--- config.mk ---
export PLATFORM = sky130hd
export DESIGN_NAME = spi_rxbuf_status
export DESIGN_NICKNAME = d
export VERILOG_FILES = /design/src/rtl/spi_rxbuf_pkg.sv /design/src/rtl/rxbuf_data_reg.sv /design/src/rtl/rxbuf_flag_ctrl.sv /design/src/rtl/spi_rxbuf_status.sv
export SDC_FILE = /design/constraint.sdc
export NUM_CORES = 1
export LEC_CHECK = 0
export ABC_CLOCK_PERIOD_IN_PS = 1000
export BUFFER_PORTS_ARGS = -buffer_cell sky130_fd_sc_hd__buf_4
export CORE_ASPECT_RATIO = 1.1
export CORE_MARGIN = 5
export CORE_UTILIZATION = 40
export CTS_BUF_LIST = sky130_fd_sc_hd__clkbuf_8
export DETAILED_ROUTE_END_ITERATION = 8
export HOLD_SLACK_MARGIN = 0.05
export MAX_ROUTING_LAYER = met4
export PLACE_DENSITY = 0.84
export SETUP_SLACK_MARGIN = 0.4
export SYNTH_ARGS = -nofsm -noshare
export SYNTH_HDL_FRONTEND = slang
export SYNTH_HIERARCHICAL = 1
export SYNTH_SLANG_ARGS = --single-unit
--- constraint.sdc ---
create_clock -name clk -period 1 [get_ports clk]
set_input_delay 0.1 -clock clk [delete_from_list [all_inputs] [get_ports clk]]
set_output_delay 0.1 -clock clk [all_outputs]
set_load 0.05 [all_outputs]
--- src/rtl/spi_rxbuf_pkg.sv ---
package spi_rxbuf_pkg;

    typedef struct packed {
        logic rxf;   // received-flag
        logic ovr;   // overrun flag
        logic vld;   // internal unread-data marker
    } rx_flags_t;

    typedef enum logic [1:0] {
        EV_NONE     = 2'd0,
        EV_LOAD     = 2'd1,
        EV_LOAD_OVR = 2'd2
    } rx_event_t;

    // Classify what an incoming strobe does to the status
    function automatic rx_event_t classify_event(input logic accept,
                                                 input logic vld,
                                                 input logic rd);
        if (!accept)
            return EV_NONE;
        else if (vld && !rd)
            return EV_LOAD_OVR;
        else
            return EV_LOAD;
    endfunction

    function automatic rx_flags_t next_flags(input rx_flags_t cur,
                                             input logic      en,
                                             input rx_event_t ev,
                                             input logic      rd,
                                             input logic      rxf_clr,
                                             input logic      ovr_clr);
        rx_flags_t n;
        n = cur;
        // valid marker: only a load or a clearing read touches it
        if (ev != EV_NONE)
            n.vld = 1'b1;
        else if (rd)
            n.vld = 1'b0;
        if (!en) begin
            n.rxf = 1'b0;
            n.ovr = 1'b0;
        end else begin
            if (ev != EV_NONE)
                n.rxf = 1'b1;
            else if (rd || rxf_clr)
                n.rxf = 1'b0;
            if (ev == EV_LOAD_OVR)
                n.ovr = 1'b1;
            else if (rd || ovr_clr)
                n.ovr = 1'b0;
        end
        return n;
    endfunction

endpackage

--- src/rtl/rxbuf_data_reg.sv ---
module rxbuf_data_reg #(
    parameter int DATA_W = 16
) (
    input  logic              clk,
    input  logic              rst,
    input  logic              load_i,
    input  logic [DATA_W-1:0] word_i,
    output logic [DATA_W-1:0] data_o
);

    logic [DATA_W-1:0] data_q;

    always_ff @(posedge clk) begin
        if (rst)
            data_q <= '0;
        else if (load_i)
            data_q <= word_i;
    end

    assign data_o = data_q;

    AST_DATA_HOLDS: assert property (@(posedge clk) disable iff (rst)
        !load_i |=> $stable(data_o));

    AST_DATA_LOADS: assert property (@(posedge clk) disable iff (rst)
        load_i |=> data_o == $past(word_i));

endmodule

--- src/rtl/rxbuf_flag_ctrl.sv ---
module rxbuf_flag_ctrl
    import spi_rxbuf_pkg::*;
(
    input  logic      clk,
    input  logic      rst,
    input  logic      en_i,
    input  logic      done_i,
    input  logic      rd_i,
    input  logic      rxf_clr_i,
    input  logic      ovr_clr_i,
    output rx_flags_t flags_o,
    output logic      accept_o
);

    rx_flags_t flags_q;
    rx_flags_t flags_d;
    rx_event_t ev;
    logic      accept;

    assign accept = done_i && en_i;
    assign ev     = classify_event(accept, flags_q.vld, rd_i);

    always_comb begin
        flags_d = next_flags(flags_q, en_i, ev, rd_i, rxf_clr_i, ovr_clr_i);
    end

    always_ff @(posedge clk) begin
        if (rst)
            flags_q <= '0;
        else
            flags_q <= flags_d;
    end

    assign flags_o  = flags_q;
    assign accept_o = accept;

    AST_READ_CLEARS: assert property (@(posedge clk) disable iff (rst)
        rd_i && !accept |=> !flags_o.rxf && !flags_o.ovr && !flags_o.vld);

    AST_ACCEPT_SETS_RXF: assert property (@(posedge clk) disable iff (rst)
        accept |=> flags_o.rxf && flags_o.vld);

    AST_OVR_CAUSE: assert property (@(posedge clk) disable iff (rst)
        $rose(flags_o.ovr) |-> $past(flags_o.vld) && $past(accept) && !$past(rd_i));

    AST_DISABLE_CLEARS: assert property (@(posedge clk) disable iff (rst)
        !en_i |=> !flags_o.rxf && !flags_o.ovr);

    AST_VLD_KEEPS: assert property (@(posedge clk) disable iff (rst)
        flags_o.vld && !rd_i |=> flags_o.vld);

    AST_SAME_CYCLE: assert property (@(posedge clk) disable iff (rst)
        rd_i && accept |=> flags_o.rxf && !flags_o.ovr);

endmodule

--- src/rtl/spi_rxbuf_status.sv ---
module spi_rxbuf_status
    import spi_rxbuf_pkg::*;
#(
    parameter int DATA_W = 16
) (
    input  logic              clk,
    input  logic              rst,
    input  logic              en_i,
    input  logic              irq_en_i,
    input  logic              word_done_i,
    input  logic [DATA_W-1:0] word_i,
    input  logic              buf_rd_i,
    input  logic              dbg_rd_i,
    input  logic              rxf_clr_i,
    input  logic              ovr_clr_i,
    output logic [DATA_W+1:0] buf_rdata_o,
    output logic [DATA_W-1:0] dbg_rdata_o,
    output logic              irq_o
);

    localparam int RXF_BIT = DATA_W;
    localparam int OVR_BIT = DATA_W + 1;

    rx_flags_t         flags;
    logic              accept;
    logic [DATA_W-1:0] data;

    rxbuf_flag_ctrl u_flags (
        .clk       (clk),
        .rst       (rst),
        .en_i      (en_i),
        .done_i    (word_done_i),
        .rd_i      (buf_rd_i),
        .rxf_clr_i (rxf_clr_i),
        .ovr_clr_i (ovr_clr_i),
        .flags_o   (flags),
        .accept_o  (accept)
    );

    rxbuf_data_reg #(.DATA_W(DATA_W)) u_data (
        .clk    (clk),
        .rst    (rst),
        .load_i (accept),
        .word_i (word_i),
        .data_o (data)
    );

    always_comb begin
        buf_rdata_o = '0;
        if (buf_rd_i) begin
            buf_rdata_o[DATA_W-1:0] = data;
            buf_rdata_o[RXF_BIT]    = flags.rxf;
            buf_rdata_o[OVR_BIT]    = flags.ovr;
        end
    end

    assign dbg_rdata_o = dbg_rd_i ? data : '0;
    assign irq_o       = flags.rxf && irq_en_i;

    AST_DBG_NO_EFFECT: assert property (@(posedge clk) disable iff (rst)
        dbg_rd_i && !buf_rd_i && !word_done_i && !rxf_clr_i && !ovr_clr_i && en_i
        |=> $stable(flags));

    AST_IRQ_NEEDS_EN: assert property (@(posedge clk) disable iff (rst)
        irq_o |-> irq_en_i);

endmodule

==> impl_metrics.tcl, run 1 <==
set metrics [dict create \
    status "complete, but fails checks" \
    violations "setup timing" \
    cts-hold-fix-buffers 0 \
    worstPathMaxFanout 3 \
    synth_fp_nets 128 \
    synth-compound-area-share_pct 1.864 \
    port_buffers 59 \
    comb_power_share_pct 30.0 \
    first_iter_violations 12 \
    synthMuxAreaShare_pct 17.04 \
    maxCapViolCount 0 \
    fin_ws_ns -0.01301 \
    fp.dieArea_mm2 0.003420 \
    clk_latency_ns 0.26 \
    power.internal_w 0.001360 \
    synth_largest_area_cell "dfxtp_1" \
    start_util_pct 41.72 \
    clkSinkCount 19 \
    grt_max_degree 22 \
    track_usage_pct 21.14 \
    detail-route-antenna-nets 0 \
    drv_slew 0 \
    drive_above_1_share_pct 77.71 \
    synth_top_family_by_area "simple AND/OR/NAND/NOR gates" \
    period_needed_ns 1.013 \
    synthCells 103 \
    routed-wl-met2_um 1812 \
    avgSynthCellArea_um2 9.123 \
    drc 0 \
    synth-xor-area-share_pct 0 \
    syn2layout_area_growth_pct 102.0 \
    path_cells "and2_4 -> buf_8" \
    cts_root_buffer "clkbuf_8" \
    grt_pass1_wl_um 5423 \
    fmax_ghz 0.9872 \
    crit_slowest_cell "dfxtp_2" \
    nNetsFinal 192 \
    irDropWorstVdd_mv 0.9235 \
    avgRoutedWirePerCell_um 17.07 \
    drt-total-wl_um 3346 \
    swShare_pct 29.94 \
    place.gp.congestion 0.7003 \
    htreeDepth 1 \
    rsz0062_at_grt "true" \
    synth_fa_ha_area_share_pct 0 \
    yosysMostFrequentCell "and2_1" \
    stdcell_area_mm2 0.001898 \
    seqCellArea_um2 404.1 \
    first_pass_iters 4 \
    synth_area_um2 939.7 \
    highest_layer "met4" \
    p_seq_share_pct 42.6 \
    hold_viol_final 0 \
    worst_slew_pin_slew_ns 0.2339 \
    rows 18 \
    io_pins 60 \
    min_period_over_period_pct 101.3 \
    ys_ff_latch 19 \
    cellPowerDensity_mw_per_mm2 1023 \
    critical_path_class "reg -> out" \
    yosysUniqueCellTypes 16 \
    ys_async_sr_fraction_pct 0 \
    wl_met3_um 239 \
    yosys_warnings 6 \
    nFillCells 120 \
    dieWidth_um 56.21 \
    hp-class "in -> reg" \
    core-area_mm2 0.002252 \
    synth_edf_count 0 \
    synthFlopType "dfxtp_1" \
    vias 974 \
    clk_transition_reported_paths_ns 0.08 \
    leakage_nw 0.8674 \
    clockPowerShare_pct 27.4 \
    p_total_w 0.001942 \
    setup_violations 2 \
    multi_input_area_um2 616.8 \
    switchingPower_w 0.0005815 \
    critPathMaxStageDelay_ns 0.36 \
    synth.cells.most_frequent "and2_1 (35), dfxtp_1 (19), mux2i_1 (16), nor2_1 (16), nand2b_1 (3)" \
    required_ns 0.90 \
    finClkSkew_ns 0.0004978 \
    worstPathArrival_ns 0.91 \
    fin_tns_setup_ns -0.02427 \
    hpwl_um 1932 \
    grt_antenna_before_repair 0 \
    cts_buffer_depth 2 \
    max_slew_margin_pct 84.41 \
    via_per_inst 4.969 \
    pre_cts_slack_ns 0.09272 \
    start_kind "flop" \
    cts_buffers 3 \
    synth_top_area_share_pct 40.48 \
    fp.dieH_um 60.84 \
    antenna_cells 0 \
    synth_sequential_area_ratio_pct 40.48 \
    first_global_vias 1122 \
    synth-simple-area-share_pct 33.56 \
    drt-met1-wl_um 1284 \
    placed_area_mm2 0.001523 \
    cp-end-kind "output pin" \
    grt-ovfl-total 0 \
    netlist_top_cells_area "dfxtp_1 (40%), and2_1 (23%), mux2i_1 (17%)" \
    cts_tree "done" \
]
[per-stage QoR]
stage	std cells	hold slack (ns)	util (%)
floorplan	103	0.1653	-
global route	196	0.1014	84.28
detailed placement	188	0.3451	67.61
CTS	194	0.08151	82.72
global placement	188	0.3312	67.61
finish	196	0.08429	84.28
[layout by cell type (no fill, tap or decap)]
| master | count |
|---|---|
| clkbuf_8 | 3 |
| buf_12 | 2 |
| nand2b_4 | 1 |
| nand3_1 | 1 |
| and2_4 | 35 |
| inv_1 | 1 |
| a211oi_2 | 1 |
| mux2i_1 | 16 |
| clkinv_2 | 1 |
| nand2b_1 | 2 |
| or3b_1 | 1 |
| inv_4 | 1 |
| dfxtp_2 | 19 |
| buf_4 | 26 |
| nand2_8 | 1 |
| a21oi_2 | 2 |
| buf_6 | 2 |
| nor2_1 | 16 |
| buf_8 | 35 |
[registers in the layout, summed over array words and instances, names as in the netlist]
register,cells
u_data/data_o,16
u_flags/flags_o,3
[path summary, 6_finish.rpt]
kind,from,endpoint,slack (ns),cells past startpoint
worst max register to register,u_flags/flags_o[2],u_flags/flags_o[2],0.06,2
worst min-delay path,word_i[9],u_data/data_o[9],0.08,3
worst max-delay path,u_data/data_o[0],dbg_rdata_o[0],-0.01,2
worst min register to register,u_data/data_o[8],u_data/data_o[8],0.51,2
[worst max-delay path: cells and delay by family, from the launching register on]
kind | cells | cell delay (ns)
and+or+nand+nor | 1 | 0.16
DFF | 1 | 0.36
buffers and inverters | 1 | 0.14
[routing by layer]
layer  track usage, %  vias to the layer above
met5                -                        -
met4            4.068                        0
met3            4.468                        2
met2            39.57                       55
met1            23.49                      468
li1                 -                      449
[power groups by stage]
stage | sequential (W) | clock [W] | combinational [W]
2_1_floorplan | 0.000834 | 0 | 0.000314
3_3_place_gp | 0.000840 | 0 | 0.000468
3_5_place_dp | 0.000840 | 0 | 0.000479
4_1_cts | 0.000825 | 0.000535 | 0.000561
5_1_grt | 0.000834 | 0.000576 | 0.000609
6_report | 0.000828 | 0.000532 | 0.000582
[cell type report]
| type | instances | share of cell area [%] |
|---|---|---|
| sequential | 19 | 21.29 |
| inverter | 2 | 0.5274 |
| tap | 30 | 1.978 |
| multi-input combinational | 76 | 32.50 |
| timing repair buffer | 65 | 41.27 |
| clock buffer | 3 | 2.175 |
| clock inverter | 1 | 0.2637 |
[kinds of logic after synthesis]
family / after synthesis
buffers and inverters: 8
and+or+nand+nor: 57
AOI/OAI and AO/OA: 3
muxes: 16
DFF: 19
[what timing repair did]
item,CTS,global route
endpoints found under the setup margin,53,54
buffers inserted,2,2
pin swaps,3,4
resized for setup,78,4
gates cloned,0,0
Power figures use the tool's default switching activity.
==> run 2: changes to the inputs <==
Settings changed: GPL_TIMING_DRIVEN set to 0.
==> run 2 against run 1 <==
The run still ends with setup timing left. Via count down 0.41%. Sequential cell count stayed put. Design area rose by 3.2%. Clock power shrank 4%. Combinational power rose by 4.8%. Largest power group unchanged.
==> impl_metrics.tcl, run 2 (synthesis results as in run 1) <==
set metrics [dict create \
    place_inst 192 \
    min_period_over_period_pct 100.3 \
    detail-route-antenna-nets 0 \
    cts_buffer_depth 2 \
    io_pins 60 \
    cp-end-kind "output pin" \
    finClkSkew_ns 0.00001824 \
    clockPowerShare_pct 26.3 \
    leakage_nw 0.9028 \
    htreeDepth 1 \
    grt-ovfl-total 0 \
    track_usage_pct 20.40 \
    setup_violations 1 \
    clk_latency_ns 0.25 \
    vias 970 \
    place.gp.congestion 0.7027 \
    clk_transition_reported_paths_ns 0.07 \
    first_pass_iters 4 \
    switchingPower_w 0.0005676 \
    grt_pass1_wl_um 5264 \
    cts_root_buffer "clkbuf_8" \
    pre_cts_slack_ns -0.0008786 \
    critPathMaxStageDelay_ns 0.35 \
    port_buffers 59 \
    rsz0062_at_grt "true" \
    drc 0 \
    hold_viol_final 0 \
    critical_path_class "reg -> out" \
    cellPowerDensity_mw_per_mm2 996.5 \
    nNetsFinal 198 \
    p_total_w 0.001951 \
    via_per_inst 4.802 \
    violations "setup timing" \
    fin_ws_ns -0.002559 \
    drt-total-wl_um 3173 \
    worstPathArrival_ns 0.90 \
    power.internal_w 0.001384 \
    rows 18 \
    drive_above_1_share_pct 76.16 \
    largest_reg_flops 16 \
    cpLargestDelayFamily "flip-flops" \
    status "complete, but fails checks" \
    maxCapViolCount 0 \
    final_common_cell "buf_8" \
    fp.dieArea_mm2 0.003420 \
    max_slew_margin_pct 88.29 \
    core-area_mm2 0.002252 \
    p_seq_share_pct 42.4 \
    fp.dieH_um 60.84 \
    grt_max_degree 13 \
    irDropWorstVdd_mv 0.8332 \
    multi_input_area_um2 600.6 \
    worst_slew_pin_slew_ns 0.1722 \
    drv_slew 0 \
    comb_power_share_pct 31.2 \
    required_ns 0.90 \
    cts_tree "done" \
    first_global_vias 1096 \
    fmax_ghz 0.9974 \
    worstPathMaxFanout 3 \
    hp-class "in -> reg" \
    hpwl_um 1898 \
    syn2layout_area_growth_pct 108.4 \
    placed_area_mm2 0.001541 \
    critPathBufInv 1 \
    avgRoutedWirePerCell_um 15.71 \
    period_needed_ns 1.003 \
    swShare_pct 29.09 \
    start_util_pct 41.72 \
    start_kind "flop" \
    seqCellArea_um2 404.1 \
    dieWidth_um 56.21 \
    stdcell_count 202 \
    antenna_cells 0 \
    grt_antenna_before_repair 0 \
    clkSinkCount 19 \
    layout_common_cells "buf_8 (39), and2_4 (35), buf_4 (26)" \
    crit_slowest_cell "dfxtp_2" \
    cts_buffers 3 \
    path_cells "and2_4 -> buf_8" \
    whs_ns 0.009271 \
    stdcell_area_mm2 0.001958 \
    nFillCells 111 \
    first_iter_violations 10 \
]
[run 2: cell count changes in the layout (fill, tap and decap cells not counted), sizes merged]
cell	delta
clkinv	-1
inv	+1
buf	+6
[run 2: cell type report]
type	count	share of cell area [%]
Timing Repair Buffer	65	40.70
Tap cell	30	1.917
Sequential cell	19	20.64
Clock inverter	1	0.1917
Inverter	2	0.5112
Buffer	6	3.259
Clock buffer	3	2.109
Multi-Input combinational cell	76	30.67
[run 2: through the flow]
stage	util (%)	TNS, ns
2_1_floorplan	-	0
3_3_place_gp	68.44	0
3_5_place_dp	68.44	-0.0008786
4_1_cts	86.72	0
5_1_grt	86.94	-0.2569
6_report	86.94	-0.002559
[run 2: worst reg2reg max path, delay by kind of cell (launching register included)]
family | cells | cell delay (ns)
AOI/OAI and AO/OA | 1 | 0.13
DFF | 1 | 0.34
and+or+nand+nor | 1 | 0.35
[run 2: path summary, 6_finish.rpt]
kind / to / slack, ns / startpoint / cells past startpoint
max: buf_rdata_o[3] / -0.003 / u_data/data_o[3] / 2
min: u_flags/flags_o[0] / 0.009 / rst / 2
max reg2reg: u_flags/flags_o[2] / 0.11 / u_flags/flags_o[2] / 2
min reg2reg: u_flags/flags_o[0] / 0.49 / u_flags/flags_o[0] / 2
[run 2: timing repair]
| action | CTS | global route |
|---|---|---|
| cloned | 1 | 0 |
| resized for setup | 85 | 2 |
| pin swaps | 6 | 5 |
| endpoints found under the setup margin | 53 | 54 |
| hold endpoints to repair | 1 | 1 |
| buffers inserted | 5 | 0 |
[run 2: power groups by stage]
stage	clock network, W	registers, W	logic (W)
after floorplan	0	0.000834	0.000314
after global placement	0	0.000838	0.000475
after detailed placement	0	0.000840	0.000483
after CTS	0.000516	0.000825	0.000598
after global routing	0.000554	0.000834	0.000639
final	0.000513	0.000828	0.000610
[run 2: routing by layer]
| metal | part of all wire [%] | GRT usage (%) |
|---|---|---|
| met1 | 41 | 23.39 |
| met2 | 49 | 35.39 |
| met3 | 8.8 | 5.532 |
| met4 | 1.5 | 5.763 |
| met5 | 0 | - |
==> run 3: changes to the inputs <==
==> constraint.sdc (replaced) <==
create_clock -name clk -period 1 [get_ports clk]
set_input_delay 0.2 -clock clk [delete_from_list [all_inputs] [get_ports clk]]
set_output_delay 0.2 -clock clk [all_outputs]
set_load 0.05 [all_outputs]
==> run 3 against run 2 <==
The flow still finishes with violations (setup timing). Combinational power is 8.9% higher. Via count increased by 5.5%. Routed wire length up 21%. Sequential cell count stayed put. Critical endpoint is now dbg_rdata_o[5]. Largest cell class unchanged.
==> impl_metrics.tcl, run 3 (synthesis results as in run 1) <==
set metrics [dict create \
    cp-end-kind "output pin" \
    hold_start "rst" \
    status "complete, but fails checks" \
    syn2layout_area_growth_pct 119.3 \
    cellPowerDensity_mw_per_mm2 976.1 \
    worstPathMaxFanout 3 \
    place_inst 192 \
    start_kind "flop" \
    io_pins 60 \
    rsz0062_at_grt "true" \
    grt_antenna_before_repair 0 \
    antenna_cells 0 \
    place.gp.congestion 0.7299 \
    final_common_cell "buf_8" \
    first_iter_violations 12 \
    finClkSkew_ns 0.0001019 \
    violations "setup timing" \
    start_util_pct 41.72 \
    reg2reg_slack_ns 0.07 \
    htreeDepth 1 \
    multi_input_area_um2 629.4 \
    worstPathArrival_ns 0.94 \
    drt-total-wl_um 3854 \
    cts_tree "done" \
    path_cells "and2_4 -> buf_8" \
    p_total_w 0.002011 \
    dieWidth_um 56.21 \
    clk_transition_reported_paths_ns 0.07 \
    drv_slew 0 \
    critPathBufInv 1 \
    track_usage_pct 22.39 \
    fp.dieArea_mm2 0.003420 \
    grt-ovfl-total 0 \
    fp.dieH_um 60.84 \
    hold_viol_final 0 \
    via_per_inst 4.942 \
    r2r_start "u_flags/flags_o[2]" \
    vias 1023 \
    grt_pass1_wl_um 5685 \
    first_pass_iters 4 \
    max_slew_margin_pct 85.48 \
    drive_above_1_share_pct 79.66 \
    whs_ns 0.1107 \
    crit_slowest_cell "dfxtp_4" \
    leakage_nw 0.9396 \
    clk_latency_ns 0.25 \
    nFillCells 84 \
    rows 18 \
    stdcell_count 207 \
    fin_ws_ns -0.1384 \
    first_global_vias 1122 \
    hp-class "in -> reg" \
    detail-route-antenna-nets 0 \
    required_ns 0.80 \
    seqCellArea_um2 409.1 \
    min_period_over_period_pct 113.8 \
    layout_common_cells "buf_8 (39), and2_4 (35), buf_4 (29)" \
    utilization_pct 91.50 \
    irDropWorstVdd_mv 1.095 \
    cts_buffer_depth 2 \
    fin_tns_setup_ns -2.906 \
    cpLargestDelayFamily "flip-flops" \
    clkSinkCount 19 \
    port_buffers 59 \
    largest_reg_flops 16 \
    critical_path_class "reg -> out" \
    hpwl_um 2035 \
    grt_max_degree 13 \
    cts_buffers 3 \
    cts-hold-fix-buffers 0 \
    avgRoutedWirePerCell_um 18.62 \
    maxCapViolCount 0 \
    cts_root_buffer "clkbuf_8" \
    setup_violations 35 \
    drc 0 \
    critPathMaxStageDelay_ns 0.37 \
    fmax_ghz 0.8785 \
    nNetsFinal 203 \
    crit_start "u_data/data_o[5]" \
    period_needed_ns 1.138 \
    core-area_mm2 0.002252 \
    worst_slew_pin_slew_ns 0.2118 \
]
==> run 3: path summary, 6_finish.rpt <==
path                                      endpoint  cells after the start
worst max-delay path                dbg_rdata_o[5]                      2
worst min-delay path            u_flags/flags_o[0]                      2
worst max register to register  u_flags/flags_o[2]                      2
worst min register to register  u_flags/flags_o[1]                      2
==> run 3: metrics by stage <==
| stage | cell area [um^2] | setup WS (ns) |
|---|---|---|
| after global placement | 1551 | -0.06318 |
| final | 2061 | -0.1384 |
| after floorplan | 1071 | 0.1304 |
| after CTS | 1986 | -0.09005 |
| after global routing | 2061 | -0.1590 |
| after detailed placement | 1551 | -0.08632 |
==> run 3: layout make-up <==
class                   instances  area share, %
plain buffers                   6          3.582
well taps                      30          1.821
clock inverters                 1         0.1821
repair buffers                 70          41.53
clock buffers                   3          2.004
inverters                       2         0.4857
multi-input cells              76          30.54
flip-flops and latches         19          19.85
==> run 3: timing repair <==
item / 4_1_cts / 5_1_grt
setup buffers: 5 / 5
resized for setup: 87 / 9
gates cloned: 1 / 0
pin swaps: 10 / 5
setup endpoints to repair: 54 / 54
==> run 3: routing by layer <==
layer,vias to the layer above,routed length (um),global-route usage (%)
li1,475,-,-
met1,486,1528,24.62
met2,54,1943,40.07
met3,8,291,4.894
met4,0,91,8.475
met5,-,0,-
==> run 3: power breakdown <==
part	switching, W	total (W)	internal, W
clock network	0.000246	0.000518	0.000272
logic	0.000320	0.000664	0.000344
registers	0.0000329	0.000829	0.000796
